<file path="config.mk">
export PLATFORM = sky130hd
export DESIGN_NAME = lcd_line_dma
export DESIGN_NICKNAME = d
export VERILOG_FILES = /design/src/rtl/lcd_dma_pkg.sv /design/src/rtl/ldma_line_plan.sv /design/src/rtl/ldma_pacer.sv /design/src/rtl/ldma_stall_meter.sv /design/src/rtl/lcd_line_dma.sv
export SDC_FILE = /design/constraint.sdc
export NUM_CORES = 1
export LEC_CHECK = 0
export ABC_AREA = 1
export BUFFER_PORTS_ARGS = -buffer_cell sky130_fd_sc_hd__clkbuf_2
export CAP_MARGIN = 20
export CELL_PAD_IN_SITES_DETAIL_PLACEMENT = 0
export CELL_PAD_IN_SITES_GLOBAL_PLACEMENT = 1
export CORE_ASPECT_RATIO = 1.5
export CORE_MARGIN = 2
export CORE_UTILIZATION = 37
export CTS_CLUSTER_DIAMETER = 100
export DETAILED_ROUTE_END_ITERATION = 10
export PLACE_DENSITY = 0.83
export SETUP_SLACK_MARGIN = 0.05
export SYNTH_ARGS = -nofsm -noshare
export SYNTH_HDL_FRONTEND = slang
export SYNTH_HIERARCHICAL = 1
export SYNTH_SLANG_ARGS = --single-unit
</file>
<file path="constraint.sdc">
create_clock -name clk -period 2.4 [get_ports clk]
set_input_delay 0.48 -clock clk [delete_from_list [all_inputs] [get_ports clk]]
set_output_delay 0.48 -clock clk [all_outputs]
set_load 0.03 [all_outputs]
</file>
<file path="src/rtl/lcd_dma_pkg.sv">
package lcd_dma_pkg;

   typedef enum logic [1:0] {
      MEM_SRAM16     = 2'd0,
      MEM_SDRAM16    = 2'd1,
      MEM_IRAM32     = 2'd2,
      MEM_SRAM16_ALT = 2'd3
   } mem_kind_e;

   typedef enum logic [1:0] {
      ST_IDLE = 2'd0,
      ST_REQ  = 2'd1,
      ST_RUN  = 2'd2
   } dma_state_e;

   localparam int PACE_W      = 8;
   localparam int OVH_W       = 4;
   localparam int SDRAM_SETUP = 8;
   localparam int IRAM_SETUP  = 1;
   localparam int SRAM_BASE   = 2;

   typedef struct packed {
      logic [PACE_W-1:0] pace;
      logic [OVH_W-1:0]  ovh;
      logic              wide;
   } acc_timing_t;

   function automatic logic [4:0] bpp_of(input logic [2:0] code);
      case (code)
         3'd0:    bpp_of = 5'd1;
         3'd1:    bpp_of = 5'd2;
         3'd2:    bpp_of = 5'd4;
         3'd3:    bpp_of = 5'd8;
         3'd4:    bpp_of = 5'd12;
         3'd5:    bpp_of = 5'd16;
         default: bpp_of = 5'd24;
      endcase
   endfunction

endpackage

</file>
<file path="src/rtl/ldma_line_plan.sv">
module ldma_line_plan
   import lcd_dma_pkg::*;
#(
   parameter int SEG_W     = 10,
   parameter int WAIT_W    = 4,
   parameter bit SHIFT_ADD = 1'b1
) (
   input  logic [SEG_W-1:0]  seg,
   input  logic [2:0]        mode,
   input  logic [1:0]        mem,
   input  logic [WAIT_W-1:0] wait_cnt,
   output logic [SEG_W+1:0]  n_acc,
   output acc_timing_t       timing
);
   localparam int PROD_W = SEG_W + 5;
   localparam int N_W    = SEG_W + 2;

   if (WAIT_W < 1 || WAIT_W > 6) begin : g_bad_wait
      $error("ldma_line_plan: WAIT_W must lie in 1..6");
   end

   logic [PROD_W-1:0] bits;

   if (SHIFT_ADD) begin : g_shift_add
      logic [2:0] sh_a;
      logic [2:0] sh_b;
      logic       use_b;
      always_comb begin
         sh_a  = 3'd0;
         sh_b  = 3'd0;
         use_b = 1'b0;
         case (mode)
            3'd0: sh_a = 3'd0;
            3'd1: sh_a = 3'd1;
            3'd2: sh_a = 3'd2;
            3'd3: sh_a = 3'd3;
            3'd4: begin sh_a = 3'd3; sh_b = 3'd2; use_b = 1'b1; end
            3'd5: sh_a = 3'd4;
            default: begin sh_a = 3'd4; sh_b = 3'd3; use_b = 1'b1; end
         endcase
      end
      assign bits = (PROD_W'(seg) << sh_a)
                  + (use_b ? (PROD_W'(seg) << sh_b) : '0);
   end else begin : g_multiply
      assign bits = PROD_W'(seg) * PROD_W'(bpp_of(mode));
   end

   logic [PROD_W:0] rounded;
   logic            wide;

   always_comb begin
      wide    = (mem == MEM_IRAM32);
      rounded = {1'b0, bits} + (wide ? (PROD_W+1)'(31) : (PROD_W+1)'(15));
      n_acc   = wide ? N_W'(rounded >> 5) : N_W'(rounded >> 4);
   end

   always_comb begin
      timing = '0;
      case (mem)
         MEM_SDRAM16: begin
            timing.pace = PACE_W'(1);
            timing.ovh  = OVH_W'(SDRAM_SETUP);
            timing.wide = 1'b0;
         end
         MEM_IRAM32: begin
            timing.pace = PACE_W'(1);
            timing.ovh  = OVH_W'(IRAM_SETUP);
            timing.wide = 1'b1;
         end
         default: begin
            timing.pace = PACE_W'(SRAM_BASE) + PACE_W'(wait_cnt);
            timing.ovh  = '0;
            timing.wide = 1'b0;
         end
      endcase
   end

   always_comb begin
      assert (timing.pace != '0);
   end

endmodule

</file>
<file path="src/rtl/ldma_pacer.sv">
module ldma_pacer
   import lcd_dma_pkg::*;
#(
   parameter int N_W = 12
) (
   input  logic           clk,
   input  logic           rst_n,
   input  logic           start,
   input  logic [N_W-1:0] n_total,
   input  acc_timing_t    timing,
   output logic           in_ovh,
   output logic           in_xfer,
   output logic           beat,
   output logic           last_beat,
   output logic [N_W-1:0] idx
);
   logic [OVH_W-1:0]  ovh_left;
   logic [PACE_W-1:0] cyc;

   assign beat      = in_xfer && (cyc == timing.pace - PACE_W'(1));
   assign last_beat = beat && (idx == n_total - N_W'(1));

   always_ff @(posedge clk or negedge rst_n) begin
      if (!rst_n) begin
         in_ovh   <= 1'b0;
         in_xfer  <= 1'b0;
         ovh_left <= '0;
         cyc      <= '0;
         idx      <= '0;
      end else if (start) begin
         idx <= '0;
         cyc <= '0;
         if (timing.ovh != '0) begin
            in_ovh   <= 1'b1;
            ovh_left <= timing.ovh;
         end else begin
            in_xfer <= 1'b1;
         end
      end else if (in_ovh) begin
         if (ovh_left == OVH_W'(1)) begin
            in_ovh  <= 1'b0;
            in_xfer <= 1'b1;
         end else begin
            ovh_left <= ovh_left - OVH_W'(1);
         end
      end else if (in_xfer) begin
         if (beat) begin
            cyc <= '0;
            if (last_beat) in_xfer <= 1'b0;
            else           idx     <= idx + N_W'(1);
         end else begin
            cyc <= cyc + PACE_W'(1);
         end
      end
   end

   AST_XFER_INDEX_RANGE: assert property (@(posedge clk) disable iff (!rst_n)
      in_xfer |-> (idx < n_total));
   AST_SETUP_BEFORE_READ: assert property (@(posedge clk) disable iff (!rst_n)
      ($rose(in_xfer) && timing.ovh != '0) |-> $past(in_ovh));
   AST_PHASES_EXCLUSIVE: assert property (@(posedge clk) disable iff (!rst_n)
      !(in_ovh && in_xfer));

endmodule

</file>
<file path="src/rtl/ldma_stall_meter.sv">
module ldma_stall_meter #(
   parameter int STALL_W = 16,
   parameter int PER_W   = 16
) (
   input  logic               clk,
   input  logic               rst_n,
   input  logic               line_strobe,
   input  logic               accept,
   input  logic               zero_line,
   input  logic               stall_active,
   input  logic               finish,
   output logic [STALL_W-1:0] stall_cycles,
   output logic [PER_W-1:0]   line_period
);
   logic [STALL_W-1:0] run_cnt;
   logic [PER_W-1:0]   per_cnt;

   always_ff @(posedge clk or negedge rst_n) begin
      if (!rst_n) begin
         run_cnt      <= '0;
         stall_cycles <= '0;
      end else begin
         if (accept)            run_cnt <= '0;
         else if (stall_active) run_cnt <= run_cnt + STALL_W'(1);
         if (finish)         stall_cycles <= run_cnt + STALL_W'(1);
         else if (zero_line) stall_cycles <= '0;
      end
   end

   always_ff @(posedge clk or negedge rst_n) begin
      if (!rst_n) begin
         per_cnt     <= '0;
         line_period <= '0;
      end else if (line_strobe) begin
         line_period <= per_cnt;
         per_cnt     <= PER_W'(1);
      end else if (per_cnt != '1) begin
         per_cnt <= per_cnt + PER_W'(1);
      end
   end

   AST_STALL_PUBLISH_POINT: assert property (@(posedge clk) disable iff (!rst_n)
      !$stable(stall_cycles) |-> $past(finish || zero_line));
   AST_PERIOD_ON_STROBE: assert property (@(posedge clk) disable iff (!rst_n)
      !$stable(line_period) |-> $past(line_strobe));

endmodule

</file>
<file path="src/rtl/lcd_line_dma.sv">
module lcd_line_dma
   import lcd_dma_pkg::*;
#(
   parameter int ADDR_W    = 24,
   parameter int SEG_W     = 10,
   parameter int WAIT_W    = 4,
   parameter int STALL_W   = 16,
   parameter int PER_W     = 16,
   parameter bit SHIFT_ADD = 1'b1
) (
   input  logic               clk,
   input  logic               rst_n,
   input  logic               line_start,
   input  logic [ADDR_W-1:0]  cfg_base,
   input  logic [SEG_W-1:0]   cfg_segs,
   input  logic [2:0]         cfg_mode,
   input  logic [1:0]         cfg_mem,
   input  logic [WAIT_W-1:0]  cfg_wait,
   output logic               bus_req,
   input  logic               bus_ack,
   output logic               cpu_stall,
   output logic               mem_rd,
   output logic [ADDR_W-1:0]  mem_addr,
   input  logic [31:0]        mem_rdata,
   output logic               buf_we,
   output logic [SEG_W+1:0]   buf_addr,
   output logic [31:0]        buf_wdata,
   output logic [STALL_W-1:0] stall_cycles,
   output logic [PER_W-1:0]   line_period,
   output logic               underrun
);
   localparam int N_W       = SEG_W + 2;
   localparam int MAX_N     = ((2**SEG_W - 1) * 24 + 15) / 16;
   localparam int MAX_STALL = SDRAM_SETUP + MAX_N * (SRAM_BASE + 2**WAIT_W - 1);

   if (SEG_W < 1 || SEG_W > 20) begin : g_bad_seg
      $error("lcd_line_dma: SEG_W must lie in 1..20");
   end
   if (ADDR_W < N_W + 2) begin : g_bad_addr
      $error("lcd_line_dma: ADDR_W too narrow for a full line");
   end
   if ($clog2(MAX_STALL + 1) > STALL_W) begin : g_bad_stall
      $error("lcd_line_dma: STALL_W cannot hold the longest line stall");
   end
   if (PER_W < 2) begin : g_bad_per
      $error("lcd_line_dma: PER_W must be at least 2");
   end

   dma_state_e        state;
   logic [ADDR_W-1:0] base_q;
   logic [N_W-1:0]    n_q;
   acc_timing_t       tim_q;

   logic [N_W-1:0]    plan_n;
   acc_timing_t       plan_tim;

   ldma_line_plan #(
      .SEG_W     (SEG_W),
      .WAIT_W    (WAIT_W),
      .SHIFT_ADD (SHIFT_ADD)
   ) u_plan (
      .seg      (cfg_segs),
      .mode     (cfg_mode),
      .mem      (cfg_mem),
      .wait_cnt (cfg_wait),
      .n_acc    (plan_n),
      .timing   (plan_tim)
   );

   logic accept, zero_line, grant_edge;
   logic in_ovh, in_xfer, beat, last_beat;
   logic [N_W-1:0] idx;

   assign accept     = line_start && (state == ST_IDLE);
   assign zero_line  = accept && (plan_n == '0);
   assign grant_edge = (state == ST_REQ) && bus_ack;

   ldma_pacer #(.N_W(N_W)) u_pacer (
      .clk       (clk),
      .rst_n     (rst_n),
      .start     (grant_edge),
      .n_total   (n_q),
      .timing    (tim_q),
      .in_ovh    (in_ovh),
      .in_xfer   (in_xfer),
      .beat      (beat),
      .last_beat (last_beat),
      .idx       (idx)
   );

   always_ff @(posedge clk or negedge rst_n) begin
      if (!rst_n) begin
         state  <= ST_IDLE;
         base_q <= '0;
         n_q    <= '0;
         tim_q  <= '0;
      end else begin
         case (state)
            ST_IDLE: if (accept && !zero_line) begin
               base_q <= cfg_base;
               n_q    <= plan_n;
               tim_q  <= plan_tim;
               state  <= ST_REQ;
            end
            ST_REQ:  if (bus_ack)   state <= ST_RUN;
            ST_RUN:  if (last_beat) state <= ST_IDLE;
            default: state <= ST_IDLE;
         endcase
      end
   end

   always_ff @(posedge clk or negedge rst_n) begin
      if (!rst_n)                                underrun <= 1'b0;
      else if (line_start && state != ST_IDLE)   underrun <= 1'b1;
   end

   logic [ADDR_W-1:0] step_off;

   if (ADDR_W > N_W + 2) begin : g_off_pad
      assign step_off = tim_q.wide ? {{(ADDR_W-N_W-2){1'b0}}, idx, 2'b00}
                                   : {{(ADDR_W-N_W-1){1'b0}}, idx, 1'b0};
   end else begin : g_off_exact
      assign step_off = tim_q.wide ? {idx, 2'b00}
                                   : {1'b0, idx, 1'b0};
   end

   assign bus_req   = (state != ST_IDLE);
   assign cpu_stall = (state == ST_RUN);
   assign mem_rd    = in_xfer;
   assign mem_addr  = base_q + step_off;
   assign buf_we    = beat;
   assign buf_addr  = idx;
   assign buf_wdata = mem_rdata;

   ldma_stall_meter #(
      .STALL_W (STALL_W),
      .PER_W   (PER_W)
   ) u_meter (
      .clk          (clk),
      .rst_n        (rst_n),
      .line_strobe  (line_start),
      .accept       (accept),
      .zero_line    (zero_line),
      .stall_active (cpu_stall),
      .finish       (last_beat),
      .stall_cycles (stall_cycles),
      .line_period  (line_period)
   );

   AST_READ_ONLY_WHEN_GRANTED: assert property (@(posedge clk) disable iff (!rst_n)
      mem_rd |-> (bus_req && cpu_stall));
   AST_STALL_AFTER_GRANT: assert property (@(posedge clk) disable iff (!rst_n)
      $rose(cpu_stall) |-> ($past(bus_ack) && $past(bus_req)));
   AST_STALL_MATCHES_PACER: assert property (@(posedge clk) disable iff (!rst_n)
      cpu_stall == (in_ovh || in_xfer));
   AST_RELEASE_AFTER_LAST: assert property (@(posedge clk) disable iff (!rst_n)
      (buf_we && last_beat) |=> !bus_req);
   AST_REQ_NEEDS_START: assert property (@(posedge clk) disable iff (!rst_n)
      $rose(bus_req) |-> $past(line_start));
   AST_UNDERRUN_STICKY: assert property (@(posedge clk) disable iff (!rst_n)
      underrun |=> underrun);

endmodule

</file>
### Yosys cells after proc, flatten, opt, wreduce, memory -nomap -nowiden

Cells that the tools add are included.

| storage, ports and cells | value |
|---|---|
| bits in registers | 142 |
| output and inout port bits | 105 |

| operators by class | value |
|---|---|
| $add $sub $neg | 11 |
| equal/unequal tests | 22 |
| shifts and indexed selects | 2 |
| mux-type cells | 41 |
| reductions and logical operators | 27 |

Operator list:

| operator | count |
|---|---|
| $mux 16 | 6 |
| $mux 12 | 6 |
| $add 16x1->16 const B | 2 |
| $mux 8 | 4 |
| $pmux 13 s2 | 1 |
| $add 24x14->24 | 1 |
| $add 15x16->16 | 1 |
| $mux 4 | 4 |
| $ne 16x16->1 const B | 1 |
| $add 15x15->15 | 1 |
| $mux 15 | 1 |
| $shl 10x2->15 | 1 |
| $shl 10x3->15 | 1 |
| $mux 14 | 1 |
| $reduce_bool 2->1 | 7 |
| $add 12x1->12 const B | 1 |
| $eq 12x12->1 | 1 |
| $logic_not 12->1 | 1 |
| $pmux 3 s4 | 1 |
| $sub 12x1->12 const B | 1 |
| $mux 1 | 11 |
| $ne 2x2->1 const B | 5 |
| $add 8x1->8 const B | 1 |
| $eq 8x8->1 | 1 |
| other kinds (25) | 42 |

### Logic depth before layout (Yosys ltp)

Gate-level depths: netlist of the first run.

| logic depth | value |
|---|---|
| depth after elaboration | 14 |
| depth in mapped cells | 36 |
| depth with buffers taken out | 33 |

### Hierarchy

Netlist of the first run, hierarchy kept.

By module, submodules not included:

| module | instances | cells each | area each (µm²) |
|---|---|---|---|
| lcd_line_dma | 1 | 544 | 3646.0 |
| ldma_stall_meter | 1 | 398 | 3141.8 |
| ldma_pacer | 1 | 373 | 2404.8 |
| ldma_line_plan | 1 | 378 | 2052.0 |

### Least setup slack after synthesis of the first run

No wires, ideal clock.

| path | value |
|---|---|
| kind | input port to flip-flop |
| from | in cfg_mode[1] |
| to | reg u_meter.stall_cycles[12] |
| setup time | 118 ps |
| arrival time | 4309 ps |
| data required time | 2282 ps |
| setup slack | -2026 ps |
| stages | 34 |
| path buffers | 4 |
| cell sequence | buf_6 -> inv_4 -> nand2_2 -> nand2_4 -> nand2_4 -> buf_2 -> nand2_1 -> o21ai_0 -> o21ai_0 -> nor2_1 -> ha_1 -> nand2_1 -> nand2_1 -> inv_1 -> nand2_2 -> xnor2_1 -> inv_1 -> ha_1 -> nand2_2 -> nand2_2 -> nand3_4 -> nor2_8 -> nand2_4 -> xor2_1 -> nand2_1 -> nand2_1 -> nor4_1 -> nand3_1 -> clkbuf_1 -> nor2_1 -> nor2_1 -> buf_2 -> nand2_1 -> nand2_1 |

| on the way | value |
|---|---|
| word-level cells in the longest chain between the ends | 11 |
| elaborated cells between the ends (all ways) | 19 |
| those cells by class | add/sub (2); eq/ne (5); shift (2); mux (4); reduce/logical (6) |

RTL lines:

| item | line | source |
|---|---|---|
| start: declaration | lcd_line_dma.sv:16 | `input logic [2:0] cfg_mode,` |
| $eq 3x3->1, or another cell as far along | ldma_line_plan.sv:32 | `case (mode)` |
| $reduce_or 5->1 (no source line) | n/a |  |
| $pmux 2 s2 | ldma_line_plan.sv:32 |  |
| $shl 10x2->15 | ldma_line_plan.sv:43 | `+ (use_b ? (PROD_W'(seg) << sh_b) : '0);` |
| $mux 15 | ldma_line_plan.sv:43 |  |
| $add 15x15->15 * | ldma_line_plan.sv:43 |  |
| $add 15x16->16 * | ldma_line_plan.sv:53 | `rounded = {1'b0, bits} + (wide ? (PROD_W+1)'(31) : (PROD_W+1)'(15));` |
| $mux 12 * | ldma_line_plan.sv:54 | `n_acc = wide ? N_W'(rounded >> 5) : N_W'(rounded >> 4);` |
| via plan_n[5] | lcd_line_dma.sv:54 | `logic [N_W-1:0] plan_n;` |
| $logic_not 12->1 * | lcd_line_dma.sv:75 | `assign zero_line = accept && (plan_n == '0);` |
| $logic_and 1x1->1 * | lcd_line_dma.sv:75 |  |
| via zero_line | lcd_line_dma.sv:70 | `logic accept, zero_line, grant_edge;` |
| $reduce_bool 2->1 (no source line) * | n/a |  |
| end signal: assignment | ldma_stall_meter.sv:25 | `if (finish) stall_cycles <= run_cnt + STALL_W'(1);` |
| end: declaration | ldma_stall_meter.sv:12 | `output logic [STALL_W-1:0] stall_cycles,` |

The timed path passes the listed nets; every way through them passes the cells marked *.
A chain may end at the register's enable or synchronous reset.

### Worst setup path in the final report of the first run

| path | value |
|---|---|
| from | in cfg_mode[1] |
| to | reg u_meter.stall_cycles[5] |

The elaborated chain is that of the path after synthesis.

==> reports/results.ini, run 1 <==
[run_status]
status = complete, but fails checks
violations = negative hold slack, negative setup slack

[sta]
slew_viol_final = 0
setup-violations-final = 88
slew_headroom_pct = 58.9
rsz0062_at_grt = true
setup_ws_ns = -1.53
final_hold_viol_count = 9
tns_ns = -109.54
skew_ns = 0.0112
worst_slew_pin_slew_ns = 0.612
timing.hold.ws_ns = -0.00616
period_share_pct = 164
fmax_mhz = 254
min_period_ns = 3.93

[min_path]
min_path_type = in2async

[die]
die_h_um = 218
start_util_pct = 37.4
dieWidth_um = 146
die_area_mm2 = 0.0318
ioPinCount = 184
core-area_mm2 = 0.0301
rows = 78

[logic_synthesis]
syn_avg_cell_area_um2 = 6.64
synth.area.mux_share_pct = 0.0890
synth_adder_area_share_pct = 4.58
synth_compound_area_share_pct = 6.77
synth_xor_area_share_pct = 3.82
yosys_warnings = 6
synth_area_leader_cell = dfrtp_1
synth.area.top_cells = dfrtp_1 (32%), nand2_1 (19%), nand3_1 (8.1%), inv_1 (7.3%), ha_1 (4.2%)
synth_cell_types = 50
synth_cells = 1693
yosysSeqAreaShare_pct = 31.6
yosys_register_bits = 142
synth_top_family_by_area = simple AND/OR/NAND/NOR gates
synth_top_area_share_pct = 31.6
synth_simple_gate_area_share_pct = 40.3
syn_area_mm2 = 0.0112

[setup_path]
arrival_ns = 4.24
slowest_delay_ns = 0.30
crit_top_cell = nand2_4
crit_path_end_kind = register
crit_fanout = 8
timing.rr.start = n_q[1]
endpoint = u_meter/stall_cycles[5]
required_ns = 2.71
crit_start = cfg_mode[1]
ff2ff_setup_slack_ns = 0.12
start_kind = primary input
worst-r2r-cell-count = 16
crit_type = in2reg
slowest_stage = ha_1
rr_endpoint = state[1]

[clock_network]
cts_sinks = 142
cts_buffer_depth = 2
htreeDepth = 4
clk_latency_ns = 0.43
numCtsBuffers = 17
cts_tree = yes
path_clk_slew_ns = 0.07
root_buffer = clkbuf_16
postCtsHoldBufs = 0

[routing]
finalWirelength_um = 37700
firstDrtPassIters = 5
route.detailed.drc = 0
vias = 12000
wl_met1_um = 13500
wl_per_cell_um = 15.7
post_drt_via_cell_ratio = 5.01
wl_met3_um = 1470
routed.top_layer = met5
wl_met2_um = 20900
drt_iter0_markers = 446
postRouteAntennaNets = 0

[grt]
grt_pass1_wl_um = 57000
grt_usage_pct = 22.3
gr-total-overflow = 0
grt_max_degree = 48
grt_pass1_vias = 12000
grt_antenna_before_repair = 1

[final_layout]
finalNonFillerCells = 2402
syn_to_final_growth_pct = 49.2
drive_gt1_share_pct = 38.3
final_core_util_pct = 55.8
antennaDiodeCount = 0
final_net_count = 2108

[pwr]
p_leak_nw = 8.64
ir_drop_v = 0.000537
powerDensity_mw_per_mm2 = 1020

[flow_run]
cap_violations = 0

[place]
pre_cts_ws_ns = -2.17
io_buffers = 119
gp_congestion = 0.894
placed_cells = 2304
dpl.hpwl_um = 25600

==> critical path, delay by kind of cell <==
family                     cells  cell delay [ns]
xor gates and xnor gates       2             0.29
adders and majority gates      2             0.58
buffers and inverters          7             0.69
AOI/OAI and AO/OA              2             0.22
and+or+nand+nor               18             1.99
==> worst min path at each step <==
stage,from,end,slack (ns),cells after the start
2_1_floorplan,rst_n,base_q[0],0.18,0
3_3_place_gp,underrun,underrun,0.44,1
3_5_place_dp,underrun,underrun,0.46,1
4_1_cts,rst_n,u_meter/stall_cycles[6],0.003,1
5_1_grt,rst_n,u_meter/run_cnt[12],0.02,1
6_report,rst_n,u_meter/stall_cycles[6],-0.006,1
==> report_power, final <==
| part | total, mW | switching, mW | internal, mW | leakage, nW |
|---|---|---|---|---|
| clock | 2.88 | 1.16 | 1.72 | 0.306 |
| sequential | 3.79 | 0.792 | 3.00 | 1.79 |
| combinational | 10.5 | 5.80 | 4.71 | 6.55 |
| total | 17.2 | 7.75 | 9.43 | 8.64 |
==> per-layer routing <==
metal  up-vias  track usage, %
li1       5936               -
met1      5632            21.9
met2       347            44.2
met3       110            3.51
met4         2            11.6
met5         -               0
==> cells in the final DEF, fill, tap and decap left out, types with 12 or more instances in the layout <==
cell type / n
clkbuf_16: 19
ha_4: 17
buf_8: 21
clkbuf_2: 92
nor2_4: 32
a21oi_1: 18
nand2_1: 437
nand3_1: 160
buf_12: 16
o21ai_0: 47
nor2_2: 25
dfrtp_1: 136
buf_6: 32
nand2_2: 96
nand3_2: 24
buf_4: 176
inv_2: 30
nor2_1: 72
nand2_4: 67
nand4_1: 34
xor2_1: 25
o21ai_1: 14
o22ai_1: 12
ha_1: 19
inv_1: 193
nor3_1: 16
==> cell usage after synthesis (all sizes together) <==
master	instances
a221oi	5
o21bai	4
clkinv	6
nand4	36
or4	1
conb	2
buf	65
mux2i	1
nor3	21
o31ai	1
a32oi	1
a21o	3
or2	5
nand2	607
nand3	195
o21ai	75
o22ai	12
dfrtp	142
clkbuf	15
xor2	34
a21oi	30
fa	2
ha	38
inv	231
nor4	3
nand3b	9
xnor2	15
a32o	1
o211ai	4
nor2	129
==> layout make-up <==
cell class / count / area (um^2)
fillers: 2732 / 13300
inverters: 237 / 928
flip-flops and latches: 142 / 3560
repair buffers: 348 / 3030
clock inverters: 12 / 173
clock buffers: 20 / 457
multi-input cells: 1243 / 8120
well taps: 400 / 500
==> timing repair <==
item,in CTS,in global routing
resized for setup,260,215
buffers inserted,47,15
pin swaps,112,126
cloned,10,0
endpoints found under the setup margin,89,90
==> registers in the layout, indices dropped and copies added (netlist names), 12 cells and up <==
register	count
u_meter/per_cnt	16
u_meter/stall_cycles	16
base_q	24
n_q	12
u_pacer/idx	12
u_meter/run_cnt	16
u_meter/line_period	16
tim_q	13
==> cells by family (layout without fill, tap and decap cells) <==
kind of cell / Yosys count / count (layout)
buf+inv: 317 / 617
simple gates: 1006 / 1008
compound gates: 136 / 136
flops: 142 / 142
mux: 1 / 1
xor+xnor: 49 / 49
other cells: 2 / 9
fa+ha+maj: 40 / 40
==> through the flow <==
| stage | total power, mW | instance area [um^2] | hold WS [ns] |
|---|---|---|---|
| 3_5_place_dp | 10.9 | 13600 | 0.460 |
| 3_3_place_gp | 10.8 | 13600 | 0.438 |
| 2_1_floorplan | 8.76 | 11800 | 0.184 |
| 5_1_grt | 18.2 | 16800 | 0.0185 |
| 6_report | 17.2 | 16800 | -0.00616 |
| 4_1_cts | 15.7 | 15900 | 0.00265 |
No activity file was read; power rests on OpenSTA's default activity.
==> run 2, diff against run 1 <==
Settings changed: CORE_UTILIZATION 37 to 35, PLACE_DENSITY 0.83 to 0.79.
==> run 2 against run 1 <==
The flow finishes with violations (negative setup slack). First-iteration DRC count shrank 1.3%. Combinational power shrank 6%. Maximum frequency up 2.4%. Highest routed layer unchanged. Non-clock buffer count decreased by 12. Via count fell by 1.8%. Critical path type unchanged. Power down 5.3%. Routed wire length shrank 5.1%. Global-route usage is 1.3 points lower. Sequential share of layout area increased by 0.55 points. Sequential power shrank 3%.
==> reports/results.ini, run 2 (synthesized netlist as in run 1, its figures left out) <==
[run_status]
status = complete, but fails checks
violations = negative setup slack

[final_layout]
final_core_util_pct = 51.5  ; -4.3 points
final_common_cell = nand2_1
largest_reg_flops = 24  ; unchanged
multi_input_area_mm2 = 0.00790  ; -2.7%
seq_area_mm2 = 0.00356  ; unchanged
syn_to_final_growth_pct = 45.4
drive_gt1_share_pct = 35.4  ; -2.9 points
fillers = 2965  ; +8.5%
final_net_count = 2096  ; -0.57%
top_register = base_q
layout_common_cells = nand2_1 (480), inv_1 (193), buf_4 (174)

[sta]
slew_viol_final = 0  ; unchanged
worst_slew_pin_slew_ns = 0.549  ; -0.0631 ns
slew_headroom_pct = 63.1  ; +4.2 points
fmax_mhz = 260  ; +2.4%
skew_ns = 0.0204  ; +0.00923 ns
final_hold_viol_count = 0  ; -9
setup-violations-final = 88  ; unchanged
setup_ws_ns = -1.44  ; +0.0904 ns
rsz0062_at_grt = true
min_period_ns = 3.84  ; -0.0904 ns
period_share_pct = 160  ; -3.8 points

[pwr]
p_seq_share_pct = 22.6  ; +0.5 points
intPower_mw = 9.00  ; -4.6%
sw_frac_of_total_pct = 44.7  ; -0.43 points
p_clk_share_pct = 16.5  ; -0.3 points
switching_power_mw = 7.27  ; -6.2%
pwr-share-comb_pct = 60.9  ; -0.3 points
powerDensity_mw_per_mm2 = 995  ; -2.9%
ir_drop_v = 0.000508  ; -5.4%
p_leak_nw = 8.44  ; -2.3%
total_power_mw = 16.3  ; -5.3%

[routing]
firstDrtPassIters = 5  ; unchanged
drt_iter0_markers = 440  ; -1.3%
wl_per_cell_um = 14.9  ; -5.1%
postRouteAntennaNets = 0  ; unchanged
finalWirelength_um = 35700  ; -5.1%
route.detailed.drc = 0  ; unchanged
post_drt_via_cell_ratio = 4.92  ; -1.8%
vias = 11800  ; -1.8%

[die]
ioPinCount = 184  ; unchanged
die_area_mm2 = 0.0336  ; +5.6%
dieWidth_um = 150  ; +2.7%
rows = 80  ; +2.6%
die_h_um = 224  ; +2.8%
core-area_mm2 = 0.0317  ; +5.6%
start_util_pct = 35.4  ; -2.0 points

[clock_network]
htreeDepth = 4  ; unchanged
numCtsBuffers = 17  ; unchanged
cts_tree = yes
cts_buffer_depth = 2  ; unchanged
root_buffer = clkbuf_16
clk_latency_ns = 0.44  ; about the same
path_clk_slew_ns = 0.06  ; about the same
cts_sinks = 142  ; unchanged

[flow_run]
cap_violations = 0  ; unchanged

[setup_path]
crit_top_cell = nand2_2
crit_path_end_kind = register
arrival_ns = 4.20  ; -0.04 ns
start_kind = primary input
worst-r2r-cell-count = 16  ; unchanged
required_ns = 2.76  ; +0.05 ns
crit_start = cfg_mode[2]
timing.rr.start = tim_q[6]
crit_type = in2reg
slowest_stage = nor4_4
slowest_delay_ns = 0.31  ; about the same
crit_fanout = 8  ; unchanged

[min_path]
min_delay_path_depth = 2
min_path_type = in2reg
min_from = bus_ack

[grt]
grt_antenna_before_repair = 2  ; +1
grt_pass1_vias = 11900  ; -0.30%
grt_pass1_wl_um = 56400  ; -1.1%
gr-total-overflow = 0  ; unchanged
grt_max_degree = 85  ; +77%
grt_usage_pct = 21.0  ; -1.3 points

[place]
dpl.hpwl_um = 25600  ; +0.26%
gp_congestion = 0.873  ; -2.4%
io_buffers = 119  ; unchanged

-- run 2: cell types whose count changed in the layout (fill, tap and decap cells not counted), sizes merged --
cell | before | now
clkinvlp | 2 | 4
bufinv | 3 | 2
clkinv | 8 | 7
diode | 0 | 1
buf | 251 | 234
inv | 236 | 235
dlygate4sd3 | 0 | 1
clkbuf | 117 | 122
-- run 2: final timing paths --
check                                          endpoint  slack [ns]
worst max-delay path                          base_q[8]       -1.44
min in group asynchronous                    base_q[16]        0.51
worst min register to register                 underrun        0.46
worst max register to register  u_meter/stall_cycles[4]        0.10
max in group asynchronous        u_meter/line_period[2]        1.13
worst min-delay path                           state[0]        0.27
-- run 2: per-layer routing --
metal,vias up,GRT usage [%],routed length [um]
met4,4,9.19,1390
met3,87,4.13,1450
met1,5547,20.8,12800
li1,5910,-,-
met5,-,0,23
met2,258,41.1,20100
-- run 2: cell type report --
class,instances,share of cell area (%)
Timing Repair Buffer,336,17.5
Clock inverter,11,0.796
Sequential cell,142,21.8
Tap cell,410,3.14
Multi-Input combinational cell,1243,48.3
Inverter,237,5.71
Clock buffer,21,2.82
Antenna cell,1,0.0153
-- run 2: through the flow --
| stage | hold WS [ns] | TNS (ns) | setup WS, ns | instances | area [um^2] |
|---|---|---|---|---|---|
| 6_report | 0.270 | -106.62 | -1.44 | 2401 | 16400 |
| 5_1_grt | 0.242 | -124.97 | -1.69 | 2400 | 16300 |
| 4_1_cts | 0.248 | -100.84 | -1.36 | 2380 | 15700 |
| 3_5_place_dp | 0.394 | -140.42 | -2.13 | 2306 | 13600 |
| 3_3_place_gp | 0.392 | -138.25 | -2.06 | 2306 | 13600 |
| 2_1_floorplan | 0.184 | -110.81 | -1.84 | 1700 | 11800 |
-- run 2: critical path, delay by kind of cell --
kind                       cells  cell delay [ns]
AOI/OAI and AO/OA              1             0.06
xor gates and xnor gates       1             0.13
adders and majority gates      2             0.50
buffers and inverters          9             0.99
and+or+nand+nor               19             2.02
-- run 2: timing repair --
item | in CTS | in global routing
cloned | 6 | 4
pin swaps | 112 | 113
hold buffers | 1 | 0
hold endpoints to repair | 29 | 0
setup buffers | 35 | 20
endpoints found under the setup margin | 89 | 91
resized for setup | 272 | 135
-- run 2: power groups by stage --
stage | registers, mW | logic (mW) | clock network (mW)
floorplan | 3.65 | 5.11 | 0
detailed placement | 3.64 | 7.23 | 0
CTS | 3.65 | 9.13 | 2.75
global placement | 3.62 | 7.10 | 0
finish | 3.67 | 9.91 | 2.68
global route | 3.75 | 10.8 | 2.85
